### src/rtl/rst_seq_pkg.sv
package rst_seq_pkg;

    typedef enum logic [2:0] {
        PH_IDLE_POR  = 3'd0,
        PH_PWRT      = 3'd1,
        PH_OST       = 3'd2,
        PH_PLL       = 3'd3,
        PH_WAIT_PIN  = 3'd4,
        PH_RUN       = 3'd5,
        PH_BOR_HOLD  = 3'd6
    } phase_e;

    localparam logic [1:0] OSC_MODE_RC = 2'd3;

    typedef struct packed {
        phase_e phase;
        logic   bor_path;
    } seq_state_t;

endpackage

### src/rtl/rst_seq_timer.sv
module rst_seq_timer #(
    parameter int CNT_W = 11
) (
    input  logic             clk,
    input  logic             rst_n,
    input  logic             en_i,
    input  logic             clr_i,
    input  logic             tick_i,
    input  logic [CNT_W-1:0] limit_i,
    output logic             done_o
);

    logic [CNT_W-1:0] cnt_d, cnt_q;

    assign done_o = en_i && tick_i && (cnt_q == limit_i - CNT_W'(1));

    always_comb begin
        cnt_d = cnt_q;
        if (clr_i || !en_i) begin
            cnt_d = '0;
        end else if (tick_i) begin
            cnt_d = cnt_q + CNT_W'(1);
        end
    end

    always_ff @(posedge clk or negedge rst_n) begin
        if (!rst_n) cnt_q <= '0;
        else        cnt_q <= cnt_d;
    end

    // the running count never reaches the limit of the active phase
    p_cnt_bound_r3: assert property (@(posedge clk) disable iff (!rst_n)
        en_i |-> (cnt_q < limit_i));

endmodule

### src/rtl/rst_seq_bor_filter.sv
module rst_seq_bor_filter #(
    parameter int BOR_FILT = 8
) (
    input  logic clk,
    input  logic rst_n,
    input  logic en_i,
    input  logic vdd_ok_i,
    output logic trip_o
);

    localparam int FW = (BOR_FILT > 0) ? $clog2(BOR_FILT + 1) : 1;
    localparam logic [FW-1:0] FILT_MAX = FW'(BOR_FILT);

    logic [FW-1:0] low_d, low_q;

    always_comb begin
        low_d = low_q;
        if (vdd_ok_i)              low_d = '0;
        else if (low_q != FILT_MAX) low_d = low_q + FW'(1);
    end

    always_ff @(posedge clk or negedge rst_n) begin
        if (!rst_n) low_q <= '0;
        else        low_q <= low_d;
    end

    assign trip_o = en_i && !vdd_ok_i && (low_q == FILT_MAX);

    generate
        if (BOR_FILT > 0) begin : g_filt_chk
            // a trip always follows at least one earlier low sample
            p_trip_filtered_r9: assert property (@(posedge clk) disable iff (!rst_n)
                trip_o |-> $past(!vdd_ok_i));
        end
    endgenerate

endmodule

### src/rtl/rst_seq_ctrl.sv
module rst_seq_ctrl
    import rst_seq_pkg::*;
#(
    parameter int PWRT_TICKS = 72,
    parameter int OST_CYCLES = 1024,
    parameter int PLL_TICKS  = 2,
    parameter int BOR_FILT   = 8
) (
    input  logic       clk,
    input  logic       rst_n,
    input  logic       por_i,
    input  logic       vdd_ok_i,
    input  logic       ext_rst_n_i,
    input  logic       wake_i,
    input  logic       cfg_pwrt_en_i,
    input  logic       cfg_bor_en_i,
    input  logic       cfg_pll_en_i,
    input  logic [1:0] cfg_osc_mode_i,
    input  logic       osc_tick_i,
    input  logic       rc_tick_i,
    output logic       core_rst_o,
    output logic [2:0] phase_o
);

    localparam int MAX_AB  = (PWRT_TICKS > OST_CYCLES) ? PWRT_TICKS : OST_CYCLES;
    localparam int MAX_LIM = (MAX_AB > PLL_TICKS) ? MAX_AB : PLL_TICKS;
    localparam int CNT_W   = $clog2(MAX_LIM + 1);

    seq_state_t s_d, s_q;

    logic             xtal_mode;
    logic             trip;
    logic             tmr_en;
    logic             tmr_clr;
    logic             tmr_tick;
    logic             tmr_done;
    logic [CNT_W-1:0] tmr_limit;
    phase_e           tail_ph;
    phase_e           after_ost_ph;
    phase_e           after_pwrt_por_ph;
    phase_e           start_ph;
    phase_e           after_pwrt_ph;

    assign xtal_mode = (cfg_osc_mode_i != OSC_MODE_RC);

    // chain of follow-on phases, resolved so skipped links cost no cycle
    always_comb begin
        tail_ph           = ext_rst_n_i ? PH_RUN : PH_WAIT_PIN;
        after_ost_ph      = cfg_pll_en_i ? PH_PLL : tail_ph;
        after_pwrt_por_ph = xtal_mode ? PH_OST : after_ost_ph;
        start_ph          = cfg_pwrt_en_i ? PH_PWRT : after_pwrt_por_ph;
        after_pwrt_ph     = s_q.bor_path ? tail_ph : after_pwrt_por_ph;
    end

    // timer source selection
    always_comb begin
        tmr_en    = 1'b0;
        tmr_tick  = rc_tick_i;
        tmr_limit = CNT_W'(PWRT_TICKS);
        unique case (s_q.phase)
            PH_PWRT: tmr_en = 1'b1;
            PH_OST: begin
                tmr_en    = 1'b1;
                tmr_tick  = osc_tick_i;
                tmr_limit = CNT_W'(OST_CYCLES);
            end
            PH_PLL: begin
                tmr_en    = 1'b1;
                tmr_limit = CNT_W'(PLL_TICKS);
            end
            default: ;
        endcase
    end

    always_comb begin
        s_d = s_q;
        unique case (s_q.phase)
            PH_IDLE_POR: begin
                s_d.bor_path = 1'b0;
                s_d.phase    = start_ph;
            end
            PH_PWRT: begin
                if (cfg_bor_en_i && !vdd_ok_i) begin
                    s_d.phase    = PH_BOR_HOLD;
                    s_d.bor_path = 1'b1;
                end else if (tmr_done) begin
                    s_d.phase = after_pwrt_ph;
                end
            end
            PH_OST: begin
                if (trip) begin
                    s_d.phase    = PH_BOR_HOLD;
                    s_d.bor_path = 1'b1;
                end else if (tmr_done) begin
                    s_d.phase = after_ost_ph;
                end
            end
            PH_PLL: begin
                if (trip) begin
                    s_d.phase    = PH_BOR_HOLD;
                    s_d.bor_path = 1'b1;
                end else if (tmr_done) begin
                    s_d.phase = tail_ph;
                end
            end
            PH_WAIT_PIN: begin
                if (trip) begin
                    s_d.phase    = PH_BOR_HOLD;
                    s_d.bor_path = 1'b1;
                end else if (ext_rst_n_i) begin
                    s_d.phase = PH_RUN;
                end
            end
            PH_RUN: begin
                if (trip) begin
                    s_d.phase    = PH_BOR_HOLD;
                    s_d.bor_path = 1'b1;
                end else if (!ext_rst_n_i) begin
                    s_d.phase = PH_WAIT_PIN;
                end else if (wake_i && xtal_mode) begin
                    s_d.phase    = PH_OST;
                    s_d.bor_path = 1'b0;
                end
            end
            PH_BOR_HOLD: begin
                s_d.bor_path = 1'b1;
                if (vdd_ok_i) s_d.phase = cfg_pwrt_en_i ? PH_PWRT : tail_ph;
            end
            default: s_d.phase = PH_IDLE_POR;
        endcase
        if (por_i) begin
            s_d.phase    = PH_IDLE_POR;
            s_d.bor_path = 1'b0;
        end
    end

    always_ff @(posedge clk or negedge rst_n) begin
        if (!rst_n) begin
            s_q.phase    <= PH_IDLE_POR;
            s_q.bor_path <= 1'b0;
        end else begin
            s_q <= s_d;
        end
    end

    assign tmr_clr    = (s_d.phase != s_q.phase);
    assign core_rst_o = (s_q.phase != PH_RUN);
    assign phase_o    = s_q.phase;

    rst_seq_timer #(
        .CNT_W (CNT_W)
    ) u_timer (
        .clk     (clk),
        .rst_n   (rst_n),
        .en_i    (tmr_en),
        .clr_i   (tmr_clr),
        .tick_i  (tmr_tick),
        .limit_i (tmr_limit),
        .done_o  (tmr_done)
    );

    rst_seq_bor_filter #(
        .BOR_FILT (BOR_FILT)
    ) u_bor_filter (
        .clk      (clk),
        .rst_n    (rst_n),
        .en_i     (cfg_bor_en_i),
        .vdd_ok_i (vdd_ok_i),
        .trip_o   (trip)
    );

    p_por_restart_r1: assert property (@(posedge clk) disable iff (!rst_n)
        por_i |=> (phase_o == 3'd0) && core_rst_o);

    p_release_needs_pin_r7: assert property (@(posedge clk) disable iff (!rst_n)
        $fell(core_rst_o) |-> $past(ext_rst_n_i));

    p_pwrt_brownout_r11: assert property (@(posedge clk) disable iff (!rst_n)
        (s_q.phase == PH_PWRT && cfg_bor_en_i && !vdd_ok_i && !por_i)
        |=> (s_q.phase == PH_BOR_HOLD));

    p_bor_hold_stay_r10: assert property (@(posedge clk) disable iff (!rst_n)
        (s_q.phase == PH_BOR_HOLD && !vdd_ok_i && !por_i) |=> (s_q.phase == PH_BOR_HOLD));

    p_wake_rc_ignored_r8: assert property (@(posedge clk) disable iff (!rst_n)
        (s_q.phase == PH_RUN && wake_i && !xtal_mode && ext_rst_n_i && !trip && !por_i)
        |=> !core_rst_o);

endmodule

### config.mk
export PLATFORM = sky130hd
export DESIGN_NAME = rst_seq_ctrl
export DESIGN_NICKNAME = d
export VERILOG_FILES = /design/src/rtl/rst_seq_pkg.sv /design/src/rtl/rst_seq_timer.sv /design/src/rtl/rst_seq_bor_filter.sv /design/src/rtl/rst_seq_ctrl.sv
export SDC_FILE = /design/constraint.sdc
export NUM_CORES = 1
export LEC_CHECK = 0
export BUFFER_PORTS_ARGS = -buffer_cell sky130_fd_sc_hd__buf_2
export CAP_MARGIN = 20
export CORE_UTILIZATION = 45
export CTS_BUF_LIST = sky130_fd_sc_hd__clkbuf_8
export CTS_CLUSTER_SIZE = 16
export DETAILED_ROUTE_END_ITERATION = 12
export PLACE_DENSITY = 0.66
export RECOVER_POWER = 50
export SLEW_MARGIN = 15
export SYNTH_ARGS = -nofsm -noshare
export SYNTH_HDL_FRONTEND = slang
export SYNTH_SLANG_ARGS = --single-unit
### constraint.sdc
create_clock -name clk -period 3.7 [get_ports clk]
set_input_delay 0.74 -clock clk [delete_from_list [all_inputs] [get_ports clk]]
set_output_delay 0.74 -clock clk [all_outputs]
set_load 0.02 [all_outputs]
==> results_dict.tcl <==
set metrics [dict create \
    status "complete, no violations" \
    antenna_cells 0 \
    top_layer "met4" \
    async_reset_ff_share_pct 100 \
    syn_area_um2 1650 \
    drive_above_1_share_pct 23.4 \
    synth-seq-cells 19 \
    maxCapViolations 0 \
    cts.reportedPaths.clkPinSlew_ps 70 \
    rr_worst_depth 8 \
    skew_ps 2.91 \
    grt_max_degree 20 \
    p_leak_nw 0.703 \
    slew_viol_final 0 \
    wl_met2_mm 1.76 \
    cts_hold_buf 0 \
    final_cells 243 \
    cp.buffers_inverters 1 \
    synth_ff_type "dfrtp_1" \
    fmax_mhz 330 \
    drt-met1-wl_mm 1.62 \
    root_buffer "clkbuf_8" \
    grt_usage_pct 20.8 \
    start_util_pct 48.3 \
    cts_setup_buffers 0 \
    drt_first_iter_violations 170 \
    critPathTopFamily "compound AO/OA/AOI/OAI gates" \
    setup_viol 0 \
    rsz0062_at_grt "no" \
    hp-class "reg -> reg" \
    io_pins 17 \
    dp.cells 239 \
    cp_max_fo 18 \
    overflow 0 \
    cts_sinks 19 \
    cp_slowest_cell "dfrtp_1" \
    cts-resized-gates 0 \
    yosys-top-cells-area "dfrtp_1 29%, nor4_2 7.6%, a21oi_1 3.9%" \
    die_h_um 62.6 \
    final_util_pct 52.7 \
    ir_drop_uv 165 \
    cts_tree "yes" \
    syn_nets 200 \
    filler_cell_count 328 \
    ant_nets 0 \
    dieArea_um2 3910 \
    yosysSeqAreaShare_pct 28.8 \
    worst_pin_slew_ps 961 \
    min_path_cells 2 \
    critical_path_depth 8 \
    fin_tns_setup_ps 0 \
    grt_pass1_vias 1384 \
    antenna_found_initial 0 \
    fp.dieW_um 62.6 \
    wl_per_cell_um 15.0 \
    yosys.area.top_type "dfrtp_1" \
    power_density_nw_per_um2 348 \
    rows 21 \
    critPathArrivalTime_ps 3180 \
    synth_top_area_share_pct 28.8 \
    drc 0 \
    ys_types 54 \
    fin_area_um2 1800 \
    route.met3.wl_um 212 \
    placed_area_um2 1760 \
    areaGrowthSynthToFinish_pct 9.10 \
    drt_wl_total_mm 3.64 \
    drt_first_pass_iters 4 \
    layout_commonest_cell "dfrtp_1" \
    place_ws_ps 678 \
    worstSkewPairLatency_ps 250 \
    path_cells "nor2_1, nor4b_1, o211ai_2, a311o_1, a2111oi_4, a22oi_2, buf_4, nor4_2" \
    dp_hpwl_mm 2.81 \
    synth_warnings 0 \
    synth_cells 184 \
    hold_viol 0 \
    grt_pass1_wl_mm 6.51 \
    startpoint_type "flip-flop" \
    crit_path_end_kind "flip-flop" \
    routed_via_density 6.04 \
    fin_ws_ps 669 \
    min_period_ps 3030 \
    numCtsBuffers 3 \
    synth_edf_count 0 \
    nNetsFinal 214 \
    required_ps 3850 \
    avgSynthCellArea_um2 8.97 \
    io_buffers 16 \
    finalCritPeriodShare_pct 81.9 \
    finalWeightedCongestion 0.918 \
    layout_common_cells "19 x dfrtp_1, 17 x nor2_1, 15 x buf_2" \
    htreeDepth 1 \
    num_vias 1468 \
    coreArea_um2 3420 \
    slew_headroom_pct 35.9 \
    max_stage_delay_ps 730 \
    cts_buffer_depth 2 \
    critPathKind "reg -> reg" \
]
## tightest hold or removal path, delay by kind of cell, from the launching register on
family	cells	cell delay, ps
flops	1	370
simple gates	1	40
xor+xnor	1	140
## registers in the layout, summed over array words and instances, names as in the netlist
| name | cells |
|---|---|
| s_q | 1 |
| phase_o | 3 |
| u_bor_filter.low_q | 4 |
| u_timer.cnt_q | 11 |
## Yosys cell counts (3+ instances only)
library cell and n:
a21oi_1 13, a22o_1 3, and3_1 3, buf_4 4, clkbuf_1 5, dfrtp_1 19, ha_1 3, inv_1 7
mux2_2 3, mux2i_1 3, nand2_1 13, nand3_1 5, nand4_1 5, nor2_1 17, nor3_1 4, nor4_1 3
nor4_2 10, o21ai_0 8, or3_1 3, xnor2_1 6, xor2_1 6
## layout make-up
cell class | count | area, µm² | share of cell area, %
Multi-Input combinational cell | 145 | 1080 | 59.8
Tap cell | 46 | 57.6 | 3.20
Clock buffer | 3 | 41.3 | 2.29
Inverter | 8 | 30.0 | 1.67
Clock inverter | 1 | 3.75 | 0.208
Sequential cell | 19 | 475 | 26.4
Timing Repair Buffer | 21 | 116 | 6.46
## cells by family (layout without fill, tap and decap cells)
| kind of cell | count (synthesis) | count (layout) | synth area share (%) |
|---|---|---|---|
| adder cells (fa/ha/maj) | 4 | 4 | 2.88 |
| flip-flops | 19 | 19 | 28.8 |
| XOR/XNOR | 12 | 12 | 6.37 |
| buffers and inverters | 20 | 33 | 5.99 |
| AO/OA/AOI/OAI | 44 | 44 | 20.5 |
| AND/OR/NAND/NOR | 79 | 79 | 31.6 |
| multiplexers | 6 | 6 | 3.87 |
## where the power goes
group / total [W] / switching, W / internal [W]
clock network: 0.000137 / 0.0000637 / 0.0000736
logic: 0.000240 / 0.000146 / 0.0000945
registers: 0.000249 / 0.0000288 / 0.000220
## final timing paths
check | end | startpoint | slack (ps)
worst min-delay path | u_timer.cnt_q[10] | u_timer.cnt_q[10] | 580
worst max-delay path | u_timer.cnt_q[3] | phase_o[1] | 670
worst max register to register | u_timer.cnt_q[3] | phase_o[1] | 670
min in group asynchronous | s_q[0] | rst_n | 610
max in group asynchronous | phase_o[2] | rst_n | 2500
worst min register to register | u_timer.cnt_q[10] | u_timer.cnt_q[10] | 580
## metrics by stage
stage	hold WS, ps	power, W
3_3_place_gp	560	0.000489
3_5_place_dp	569	0.000494
4_1_cts	426	0.000634
2_1_floorplan	444	0.000439
5_1_grt	613	0.000675
6_report	578	0.000627
## routing by layer
| metal | track usage (%) | up-vias |
|---|---|---|
| met2 | 33.8 | 50 |
| li1 | - | 710 |
| met3 | 3.28 | 4 |
| met4 | 6.98 | 0 |
| met1 | 27.8 | 704 |
| met5 | 0 | - |
Note: power is estimated with default switching activity, not from simulation.
